==> src/rtl/tree_xlate_pkg.sv <==
package tree_xlate_pkg;
  typedef enum logic [1:0] {
    WS_IDLE  = 2'd0,
    WS_ISSUE = 2'd1,
    WS_WAIT  = 2'd2,
    WS_DONE  = 2'd3
  } walk_st_e;

  localparam int ENTRY_W         = 32;
  localparam int ENTRY_VALID_BIT = 31;
  localparam int ENTRY_BYTES_LG2 = 2;
endpackage

==> src/rtl/txw_rst_sync.sv <==
module txw_rst_sync (
  input  logic clk,
  input  logic rst_n_in,
  output logic rst_n_out
);
  logic [1:0] sync_q;

  always_ff @(posedge clk or negedge rst_n_in) begin
    if (!rst_n_in) sync_q <= 2'b00;
    else           sync_q <= {sync_q[0], 1'b1};
  end

  assign rst_n_out = sync_q[1];
endmodule

==> src/rtl/txw_index_sel.sv <==
module txw_index_sel #(
  parameter int LEVELS = 2,
  parameter int IDX_W  = 4,
  parameter int LVL_W  = 1
) (
  input  logic [LEVELS*IDX_W-1:0] vpn,
  input  logic [LVL_W-1:0]        lvl,
  output logic [IDX_W-1:0]        idx
);
  logic [IDX_W-1:0] idx_arr [LEVELS];

  // level 0 takes the most significant field
  for (genvar j = 0; j < LEVELS; j++) begin : g_field
    assign idx_arr[j] = vpn[(LEVELS-1-j)*IDX_W +: IDX_W];
  end

  always_comb begin
    idx = '0;
    for (int j = 0; j < LEVELS; j++) begin
      if (lvl == LVL_W'(j)) idx = idx_arr[j];
    end
  end
endmodule

==> src/rtl/txw_addr_gen.sv <==
module txw_addr_gen #(
  parameter int IDX_W = 4,
  parameter int OFF_W = 6,
  parameter int PA_W  = 16,
  localparam int FRAME_W = PA_W - OFF_W
) (
  input  logic [FRAME_W-1:0] frame,
  input  logic [IDX_W-1:0]   idx,
  output logic [PA_W-1:0]    addr
);
  import tree_xlate_pkg::*;

  logic [PA_W-1:0] page_base;
  logic [PA_W-1:0] entry_off;

  assign page_base = {frame, {OFF_W{1'b0}}};
  assign entry_off = PA_W'({idx, {ENTRY_BYTES_LG2{1'b0}}});
  assign addr      = page_base + entry_off;
endmodule

==> src/rtl/txw_ctrl.sv <==
module txw_ctrl #(
  parameter int LEVELS = 2,
  parameter int IDX_W  = 4,
  parameter int OFF_W  = 6,
  parameter int PA_W   = 16,
  localparam int VA_W    = LEVELS*IDX_W + OFF_W,
  localparam int FRAME_W = PA_W - OFF_W,
  localparam int LVL_W   = (LEVELS > 1) ? $clog2(LEVELS) : 1
) (
  input  logic               clk,
  input  logic               rst_n,
  input  logic [FRAME_W-1:0] dir_base,
  input  logic               req_valid,
  output logic               req_ready,
  input  logic [VA_W-1:0]    req_va,
  input  logic               mem_rd_ready,
  input  logic               mem_rsp_valid,
  input  logic [31:0]        mem_rsp_data,
  output logic               mem_rd_valid,
  output logic [FRAME_W-1:0] cur_frame,
  output logic [LVL_W-1:0]   cur_lvl,
  output logic [VA_W-OFF_W-1:0] cur_vpn,
  output logic               rsp_valid,
  output logic               rsp_fault,
  output logic [LVL_W-1:0]   rsp_lvl,
  output logic [PA_W-1:0]    rsp_pa
);
  import tree_xlate_pkg::*;

  walk_st_e           st_q, st_d;
  logic [VA_W-1:0]    va_q, va_d;
  logic [FRAME_W-1:0] frame_q, frame_d;
  logic [LVL_W-1:0]   lvl_q, lvl_d;
  logic               fault_q, fault_d;
  logic [LVL_W-1:0]   flvl_q, flvl_d;
  logic [PA_W-1:0]    pa_q, pa_d;
  logic               va_en, frame_en, lvl_en, res_en;
  logic               ent_valid;
  logic [FRAME_W-1:0] ent_frame;
  logic               unused_ent_bits;

  assign ent_valid       = mem_rsp_data[ENTRY_VALID_BIT];
  assign ent_frame       = mem_rsp_data[FRAME_W-1:0];
  assign unused_ent_bits = ^mem_rsp_data[ENTRY_VALID_BIT-1:FRAME_W];

  always_comb begin
    st_d     = st_q;
    va_d     = va_q;
    frame_d  = frame_q;
    lvl_d    = lvl_q;
    fault_d  = fault_q;
    flvl_d   = flvl_q;
    pa_d     = pa_q;
    va_en    = 1'b0;
    frame_en = 1'b0;
    lvl_en   = 1'b0;
    res_en   = 1'b0;
    unique case (st_q)
      WS_IDLE: if (req_valid) begin
        va_d = req_va;  frame_d = dir_base;  lvl_d = '0;
        va_en = 1'b1;   frame_en = 1'b1;     lvl_en = 1'b1;
        st_d = WS_ISSUE;
      end
      WS_ISSUE: if (mem_rd_ready) st_d = WS_WAIT;
      WS_WAIT: if (mem_rsp_valid) begin
        if (!ent_valid) begin
          fault_d = 1'b1;  flvl_d = lvl_q;  pa_d = '0;
          res_en  = 1'b1;  st_d = WS_DONE;
        end else if (lvl_q == LVL_W'(LEVELS-1)) begin
          fault_d = 1'b0;  flvl_d = '0;  pa_d = {ent_frame, va_q[OFF_W-1:0]};
          res_en  = 1'b1;  st_d = WS_DONE;
        end else begin
          frame_d = ent_frame;  frame_en = 1'b1;
          lvl_d   = lvl_q + 1'b1;  lvl_en = 1'b1;
          st_d    = WS_ISSUE;
        end
      end
      WS_DONE: st_d = WS_IDLE;
      default: st_d = WS_IDLE;
    endcase
  end

  always_ff @(posedge clk or negedge rst_n) begin
    if (!rst_n) begin
      st_q    <= WS_IDLE;
      va_q    <= '0;
      frame_q <= '0;
      lvl_q   <= '0;
      fault_q <= 1'b0;
      flvl_q  <= '0;
      pa_q    <= '0;
    end else begin
      st_q <= st_d;
      if (va_en)    va_q    <= va_d;
      if (frame_en) frame_q <= frame_d;
      if (lvl_en)   lvl_q   <= lvl_d;
      if (res_en) begin
        fault_q <= fault_d;
        flvl_q  <= flvl_d;
        pa_q    <= pa_d;
      end
    end
  end

  assign req_ready    = (st_q == WS_IDLE);
  assign mem_rd_valid = (st_q == WS_ISSUE);
  assign rsp_valid    = (st_q == WS_DONE);
  assign cur_frame    = frame_q;
  assign cur_lvl      = lvl_q;
  assign cur_vpn      = va_q[VA_W-1:OFF_W];
  assign rsp_fault    = fault_q;
  assign rsp_lvl      = flvl_q;
  assign rsp_pa       = pa_q;
endmodule

==> src/rtl/tree_xlate_walker.sv <==
module tree_xlate_walker #(
  parameter int LEVELS = 2,
  parameter int IDX_W  = 4,
  parameter int OFF_W  = 6,
  parameter int PA_W   = 16,
  localparam int VA_W    = LEVELS*IDX_W + OFF_W,
  localparam int FRAME_W = PA_W - OFF_W,
  localparam int LVL_W   = (LEVELS > 1) ? $clog2(LEVELS) : 1
) (
  input  logic               clk,
  input  logic               rst_n,
  input  logic [FRAME_W-1:0] dir_base,
  input  logic               req_valid,
  output logic               req_ready,
  input  logic [VA_W-1:0]    req_va,
  output logic               rsp_valid,
  output logic               rsp_fault,
  output logic [LVL_W-1:0]   rsp_lvl,
  output logic [PA_W-1:0]    rsp_pa,
  output logic               mem_rd_valid,
  input  logic               mem_rd_ready,
  output logic [PA_W-1:0]    mem_rd_addr,
  input  logic               mem_rsp_valid,
  input  logic [31:0]        mem_rsp_data
);
  logic                     rst_n_s;
  logic [FRAME_W-1:0]       cur_frame;
  logic [LVL_W-1:0]         cur_lvl;
  logic [LEVELS*IDX_W-1:0]  cur_vpn;
  logic [IDX_W-1:0]         cur_idx;

  txw_rst_sync rst_i (
    .clk(clk), .rst_n_in(rst_n), .rst_n_out(rst_n_s)
  );

  txw_ctrl #(.LEVELS(LEVELS), .IDX_W(IDX_W), .OFF_W(OFF_W), .PA_W(PA_W)) ctrl_i (
    .clk(clk), .rst_n(rst_n_s), .dir_base(dir_base),
    .req_valid(req_valid), .req_ready(req_ready), .req_va(req_va),
    .mem_rd_ready(mem_rd_ready), .mem_rsp_valid(mem_rsp_valid),
    .mem_rsp_data(mem_rsp_data), .mem_rd_valid(mem_rd_valid),
    .cur_frame(cur_frame), .cur_lvl(cur_lvl), .cur_vpn(cur_vpn),
    .rsp_valid(rsp_valid), .rsp_fault(rsp_fault),
    .rsp_lvl(rsp_lvl), .rsp_pa(rsp_pa)
  );

  txw_index_sel #(.LEVELS(LEVELS), .IDX_W(IDX_W), .LVL_W(LVL_W)) isel_i (
    .vpn(cur_vpn), .lvl(cur_lvl), .idx(cur_idx)
  );

  txw_addr_gen #(.IDX_W(IDX_W), .OFF_W(OFF_W), .PA_W(PA_W)) agen_i (
    .frame(cur_frame), .idx(cur_idx), .addr(mem_rd_addr)
  );
endmodule

==> config.mk <==
export PLATFORM = sky130hd
export DESIGN_NAME = tree_xlate_walker
export DESIGN_NICKNAME = d
export VERILOG_FILES = /design/src/rtl/tree_xlate_pkg.sv /design/src/rtl/txw_rst_sync.sv /design/src/rtl/txw_index_sel.sv /design/src/rtl/txw_addr_gen.sv /design/src/rtl/txw_ctrl.sv /design/src/rtl/tree_xlate_walker.sv
export SDC_FILE = /design/constraint.sdc
export NUM_CORES = 1
export LEC_CHECK = 0
export BUFFER_PORTS_ARGS = -buffer_cell sky130_fd_sc_hd__buf_2
export CAP_MARGIN = 40
export CORE_ASPECT_RATIO = 0.7
export CORE_MARGIN = 2
export CORE_UTILIZATION = 47
export DETAILED_ROUTE_END_ITERATION = 10
export PLACE_DENSITY = 0.88
export SLEW_MARGIN = 30
export SYNTH_ARGS = -nofsm -noshare
export SYNTH_HDL_FRONTEND = slang
export SYNTH_HIERARCHICAL = 1
export SYNTH_SLANG_ARGS = --single-unit
==> constraint.sdc <==
create_clock -name clk -period 2 [get_ports clk]
set_input_delay 0.2 -clock clk [delete_from_list [all_inputs] [get_ports clk]]
set_output_delay 0.2 -clock clk [all_outputs]
set_load 0.03 [all_outputs]
# Word-level counts from Yosys, hierarchy flattened

Cells that the tools add are included.

Register bits: 47
Bits of input ports: 61
Output and inout port bits: 37
Logic and storage cells: 58

Add/sub/neg operators: 2
Eq/ne operators: 9
Multiplexer cells: 32
Reduce and logical (&&, ||, !) cells: 7

Operators by type and width:

| operator              | count |
|---|---|
| $mux W10              | 4 |
| $mux W16              | 2 |
| $pmux W10 S2          | 1 |
| $add A16 B6 Y16       | 1 |
| $mux W1               | 16 |
| $mux W2               | 5 |
| $ne A2 B2 Y1 const B  | 4 |
| $pmux W2 S4           | 1 |
| $reduce_and A3 Y1     | 2 |
| $reduce_and A6 Y1     | 1 |
| $reduce_and A5 Y1     | 1 |
| $eq A2 B2 Y1 const B  | 2 |
| $mux W4               | 1 |
| $ne A2 B1 Y1 const B  | 2 |
| $pmux W1 S2           | 2 |
| $reduce_and A4 Y1     | 1 |
| $eq A2 B1 Y1 const B  | 1 |
| $logic_not A2 Y1      | 1 |
| $reduce_bool A2 Y1    | 1 |
| $add A1 B1 Y1 const B | 1 |

# Longest topological paths before layout

Depth in word-level cells: 5
Mapped depth: 6
Mapped depth without buffers: 3

# Hierarchy

Netlist, hierarchy kept.

By module, submodules not included:

| module        | times used | cells an instance | area an instance (µm²) | sequential area each (µm²) |
|---|---|---|---|---|
| txw_ctrl      | 1          | 185               | 1991.9                 | 1126.1 |
| txw_addr_gen  | 1          | 17                | 123.9                  | 0.0 |
| txw_rst_sync  | 1          | 3                 | 53.8                   | 50.0 |
| txw_index_sel | 1          | 4                 | 45.0                   | 0.0 |

# Worst setup path before layout

Ideal clock, no wire load.

Path kind: register to register
Start point: register ctrl_i.st_q[1]
End point: register ctrl_i.frame_q[3] (netlist: ctrl_i/cur_frame[3])
Arrival time: 1296 ps
Required time: 1863 ps
Setup slack: 567 ps
Stages on the path, launching flop included: 7
Path buffers: 3
Period minus slack after synthesis: 1433 ps
Cells stage by stage: dfrtp_1 -> buf_6 -> or3b_1 -> buf_6 -> buf_6 -> o32ai_1 -> a21oi_1

Word-level cells in the longest chain between the ends: 3
Elaborated cells between the ends (all ways): 10
Those cells by class: eq/ne (5); mux (2); reduce/logical (3)

Ends and longest elaborated chain:

| element                                          | RTL line       | source |
|---|---|---|
| start: declaration                               | txw_ctrl.sv:30 | `walk_st_e st_q, st_d;` |
| start signal: assignment                         | txw_ctrl.sv:93 | `st_q <= st_d;` |
| $eq A2 B2 Y1 or $logic_not A2 Y1 (tied branches) | txw_ctrl.sv:58 | `unique case (st_q)` |
| $pmux W1 S2, or another cell as far along        | txw_ctrl.sv:58 |  |
| $reduce_and A6 Y1 (no source line)               | n/a            |  |
| end signal: assignment                           | txw_ctrl.sv:95 | `if (frame_en) frame_q <= frame_d;` |
| end: declaration                                 | txw_ctrl.sv:32 | `logic [FRAME_W-1:0] frame_q, frame_d;` |

Parallel ways exist; a longest one is shown, timed or not.
A chain may end at the register's enable or synchronous reset.

# Final worst setup path

Start point: register ctrl_i.st_q[0]
End point: register ctrl_i.va_q[6]

Word-level cells in the longest chain between the ends: 3

Ends and longest elaborated chain:

| element                                | RTL line       | source |
|---|---|---|
| $logic_not A2 Y1 (*)                   | txw_ctrl.sv:58 |  |
| $mux W1                                | txw_ctrl.sv:58 |  |
| $reduce_and A3 Y1 (no source line) (*) | n/a            |  |
| end signal: assignment                 | txw_ctrl.sv:94 | `if (va_en) va_q <= va_d;` |
| end: declaration                       | txw_ctrl.sv:31 | `logic [VA_W-1:0] va_q, va_d;` |

Every way passes the cells marked *; elsewhere a longest branch is shown, timed or not.

==> flow_metrics.py <==
metrics = {
    "synth": {
        "post_synth_edffs": 0,
        "ys_async_sr_fraction": 1.00,
        "synthesis.instances": 209,
        "postSynthRegisterBits": 47,
        "cells_taking_the_most_area_after_synthesis": "sky130_fd_sc_hd__dfrtp_1 (53%), sky130_fd_sc_hd__mux2_2 (9.2%), sky130_fd_sc_hd__buf_4 (8.5%), sky130_fd_sc_hd__o21ai_0 (7.9%), sky130_fd_sc_hd__o32ai_1 (4.0%)",
        "yosysSeqAreaShare": 0.531,
        "yosysMostFrequentCell": "sky130_fd_sc_hd__dfrtp_1",
        "proportion_of_netlist_area_held_by_the_largest_area_contributor": 0.531,
        "ys.warnings.count": 6,
        "synthTopCellsByCount": "sky130_fd_sc_hd__dfrtp_1 (47), sky130_fd_sc_hd__o21ai_0 (35), sky130_fd_sc_hd__buf_4 (25)",
        "synthDominantAreaCellType": "sky130_fd_sc_hd__dfrtp_1",
        "synthesis.area_um2": 2210,
        "synth_flop_cell": "sky130_fd_sc_hd__dfrtp_1",
        "yosys.cell_types.count": 24,
        "avgSynthCellArea_um2": 10.6,
    },
    "critical_path": {
        "worstSetupEndpointType": "flip-flop",
        "critical_path.max_fanout": 19,
        "kind_of_start_point_of_the_critical_path": "flip-flop",
        "worst-endpoint-arrival_ns": 1.91,
        "timing_worst_setup_path_type": "reg -> reg",
        "worst-endpoint-required_ns": 2.18,
    },
    "floorplan": {
        "io_pins": 98,
        "placement_rows": 20,
        "initial_utilization": 0.500,
        "core_um2": 4430,
        "dieArea_um2": 5290,
        "fp.dieH_um": 61.4,
        "die_x_um": 86.0,
    },
    "cts": {
        "tritoncts.num_buffers": 5,
        "cts_max_path_buffers": 2,
        "num_clock_sinks": 47,
        "tritoncts": "yes",
        "htree_levels": 2,
        "clock_tree.root_cell": "sky130_fd_sc_hd__clkbuf_8",
        "worstSkewPairLatency_ns": 0.29,
        "cts.clk_slew.worst_paths_ns": 0.09,
    },
    "placed_design": {
        "gp_routability_congestion": 0.866,
        "hpwlAfterDp_mm": 3.75,
        "placedCellCount": 309,
        "buffer_ports.inserted": 74,
    },
    "route": {
        "detail_route.drc_violations": 0,
        "dr_iter_0_viols": 68,
        "route.met3.wl_um": 396,
        "route.detailed.vias_per_inst": 5.39,
        "dr.max_layer_used": "met4",
        "drt_first_pass_iters": 4,
        "final_antenna_net_count": 0,
        "wl_cell_um": 16.3,
        "detailroute.via_count": 1713,
        "routedLengthMet1_mm": 2.19,
        "postRouteWirelength_mm": 5.17,
        "routed-wl-met2_mm": 2.51,
    },
    "grt": {
        "grt_antenna_before_repair": 0,
        "grt_max_degree": 22,
        "via_count_of_the_first_global_routing_pass": 1793,
        "gr-usage-all-layers": 0.207,
        "global_route_overflow": 0,
        "grt_pass1_wl_mm": 8.42,
    },
    "cells_and_area": {
        "area.growth.synth_to_final_pct": 17.6,
        "post-route-util": 0.588,
        "layout-drive-gt1-share": 0.422,
        "num_antenna_cells": 0,
        "nets": 323,
        "stdcell_count": 318,
    },
    "sta": {
        "worst_slew_margin_rel": 0.492,
        "fin_setup_tns_ns": 0,
        "max_freq_mhz": 578,
        "worst_hold_slack_ns": 0.117,
        "rsz0062_at_grt": "no",
        "post-route-period-util": 0.865,
        "fin_skew_ns": 0.00896,
        "setup_violations": 0,
        "tightest_slew_ns": 0.761,
        "number_of_endpoints_with_negative_hold_slack_in_the_final_report": 0,
        "drv_slew": 0,
        "final_min_period_ns": 1.73,
    },
    "outcome": {
        "status": "complete, no violations",
    },
    "power": {
        "max-vdd-ir-drop_mv": 0.775,
        "power_density_nw_per_um2": 1680,
        "p_leak_uw": 0.00126,
        "p_total_uw": 4380,
    },
    "worst_hold_path": {
        "hp-class": "in -> reg",
    },
    "job": {
        "maxCapViolCount": 0,
    },
}
==> metrics by stage <==
stage | setup WS (ns) | area, um2
2_1_floorplan | 0.567 | 2220
3_3_place_gp | 0.312 | 2460
3_5_place_dp | 0.295 | 2460
4_1_cts | 0.264 | 2600
5_1_grt | 0.163 | 2600
6_report | 0.270 | 2600
==> cells by family after synthesis <==
kind of cell	count (synthesis)	synth area share
compound gates	61	0.159
flops	47	0.531
buf+inv	41	0.123
simple gates	40	0.0921
mux	18	0.0915
other cells	2	0.00339
==> path summary, 6_finish.rpt <==
kind / depth (start not counted) / from / endpoint / slack (ns)
max: 2 / ctrl_i/st_q[0] / ctrl_i/va_q[6] / 0.27
min: 2 / mem_rd_ready / ctrl_i/st_q[1] / 0.12
max reg2reg: 2 / ctrl_i/st_q[0] / ctrl_i/va_q[6] / 0.27
min reg2reg: 0 / rst_i/sync_q[1] / ctrl_i/va_q[1] / 0.22
max in group asynchronous: 1 / rst_i/sync_q[1] / ctrl_i/rsp_pa[15] / 1.20
min in group asynchronous: 2 / rst_n / rst_i/sync_q[0] / 0.21
==> flip-flops by register name, summed over array words and instances (netlist names) <==
signal	cells
ctrl_i/va_q	14
ctrl_i/st_q	2
rst_i/sync_q	2
ctrl_i/rsp_pa	16
ctrl_i/cur_lvl	1
ctrl_i/cur_frame	10
ctrl_i/rsp_lvl	1
ctrl_i/rsp_fault	1
==> layout make-up <==
class,instances,area (um2)
well taps,55,68.8
inverters,2,7.51
fillers,403,1830
repair buffers,84,448
clock inverters,2,60.1
multi-input cells,122,769
flip-flops and latches,47,1180
clock buffers,6,72.6
==> worst max-delay path: stages (launching register included) <==
cell and delay [ns]:
sky130_fd_sc_hd__dfrtp_1 0.48, sky130_fd_sc_hd__or3b_1 0.73, sky130_fd_sc_hd__mux2_2 0.42
==> placed cells by master, fill, tap and decap left out, types with 3 or more instances in the layout <==
master	count
sky130_fd_sc_hd__a21oi_1	13
sky130_fd_sc_hd__buf_2	74
sky130_fd_sc_hd__buf_4	9
sky130_fd_sc_hd__clkbuf_8	5
sky130_fd_sc_hd__conb_1	3
sky130_fd_sc_hd__dfrtp_1	46
sky130_fd_sc_hd__mux2_2	18
sky130_fd_sc_hd__nand2_1	16
sky130_fd_sc_hd__nand2b_1	5
sky130_fd_sc_hd__nor2_1	12
sky130_fd_sc_hd__o21ai_0	35
sky130_fd_sc_hd__o32ai_1	10
==> power breakdown <==
group	switching, uW	leakage (uW)	internal [uW]
logic	1250	0.000625	688
registers	265	0.000570	1380
clock network	302	0.0000654	499
total	1810	0.00126	2560
==> per-layer routing <==
layer,vias up,GRT usage
met5,-,0
met4,0,0.0680
met3,9,0.0590
met2,75,0.347
met1,835,0.268
li1,794,-
==> what timing repair did <==
action	4_1_cts	5_1_grt
hold endpoints to repair	2	0
hold buffers	1	0
setup buffers	0	0
resized for setup	0	0
Power figures use the tool's default switching activity.
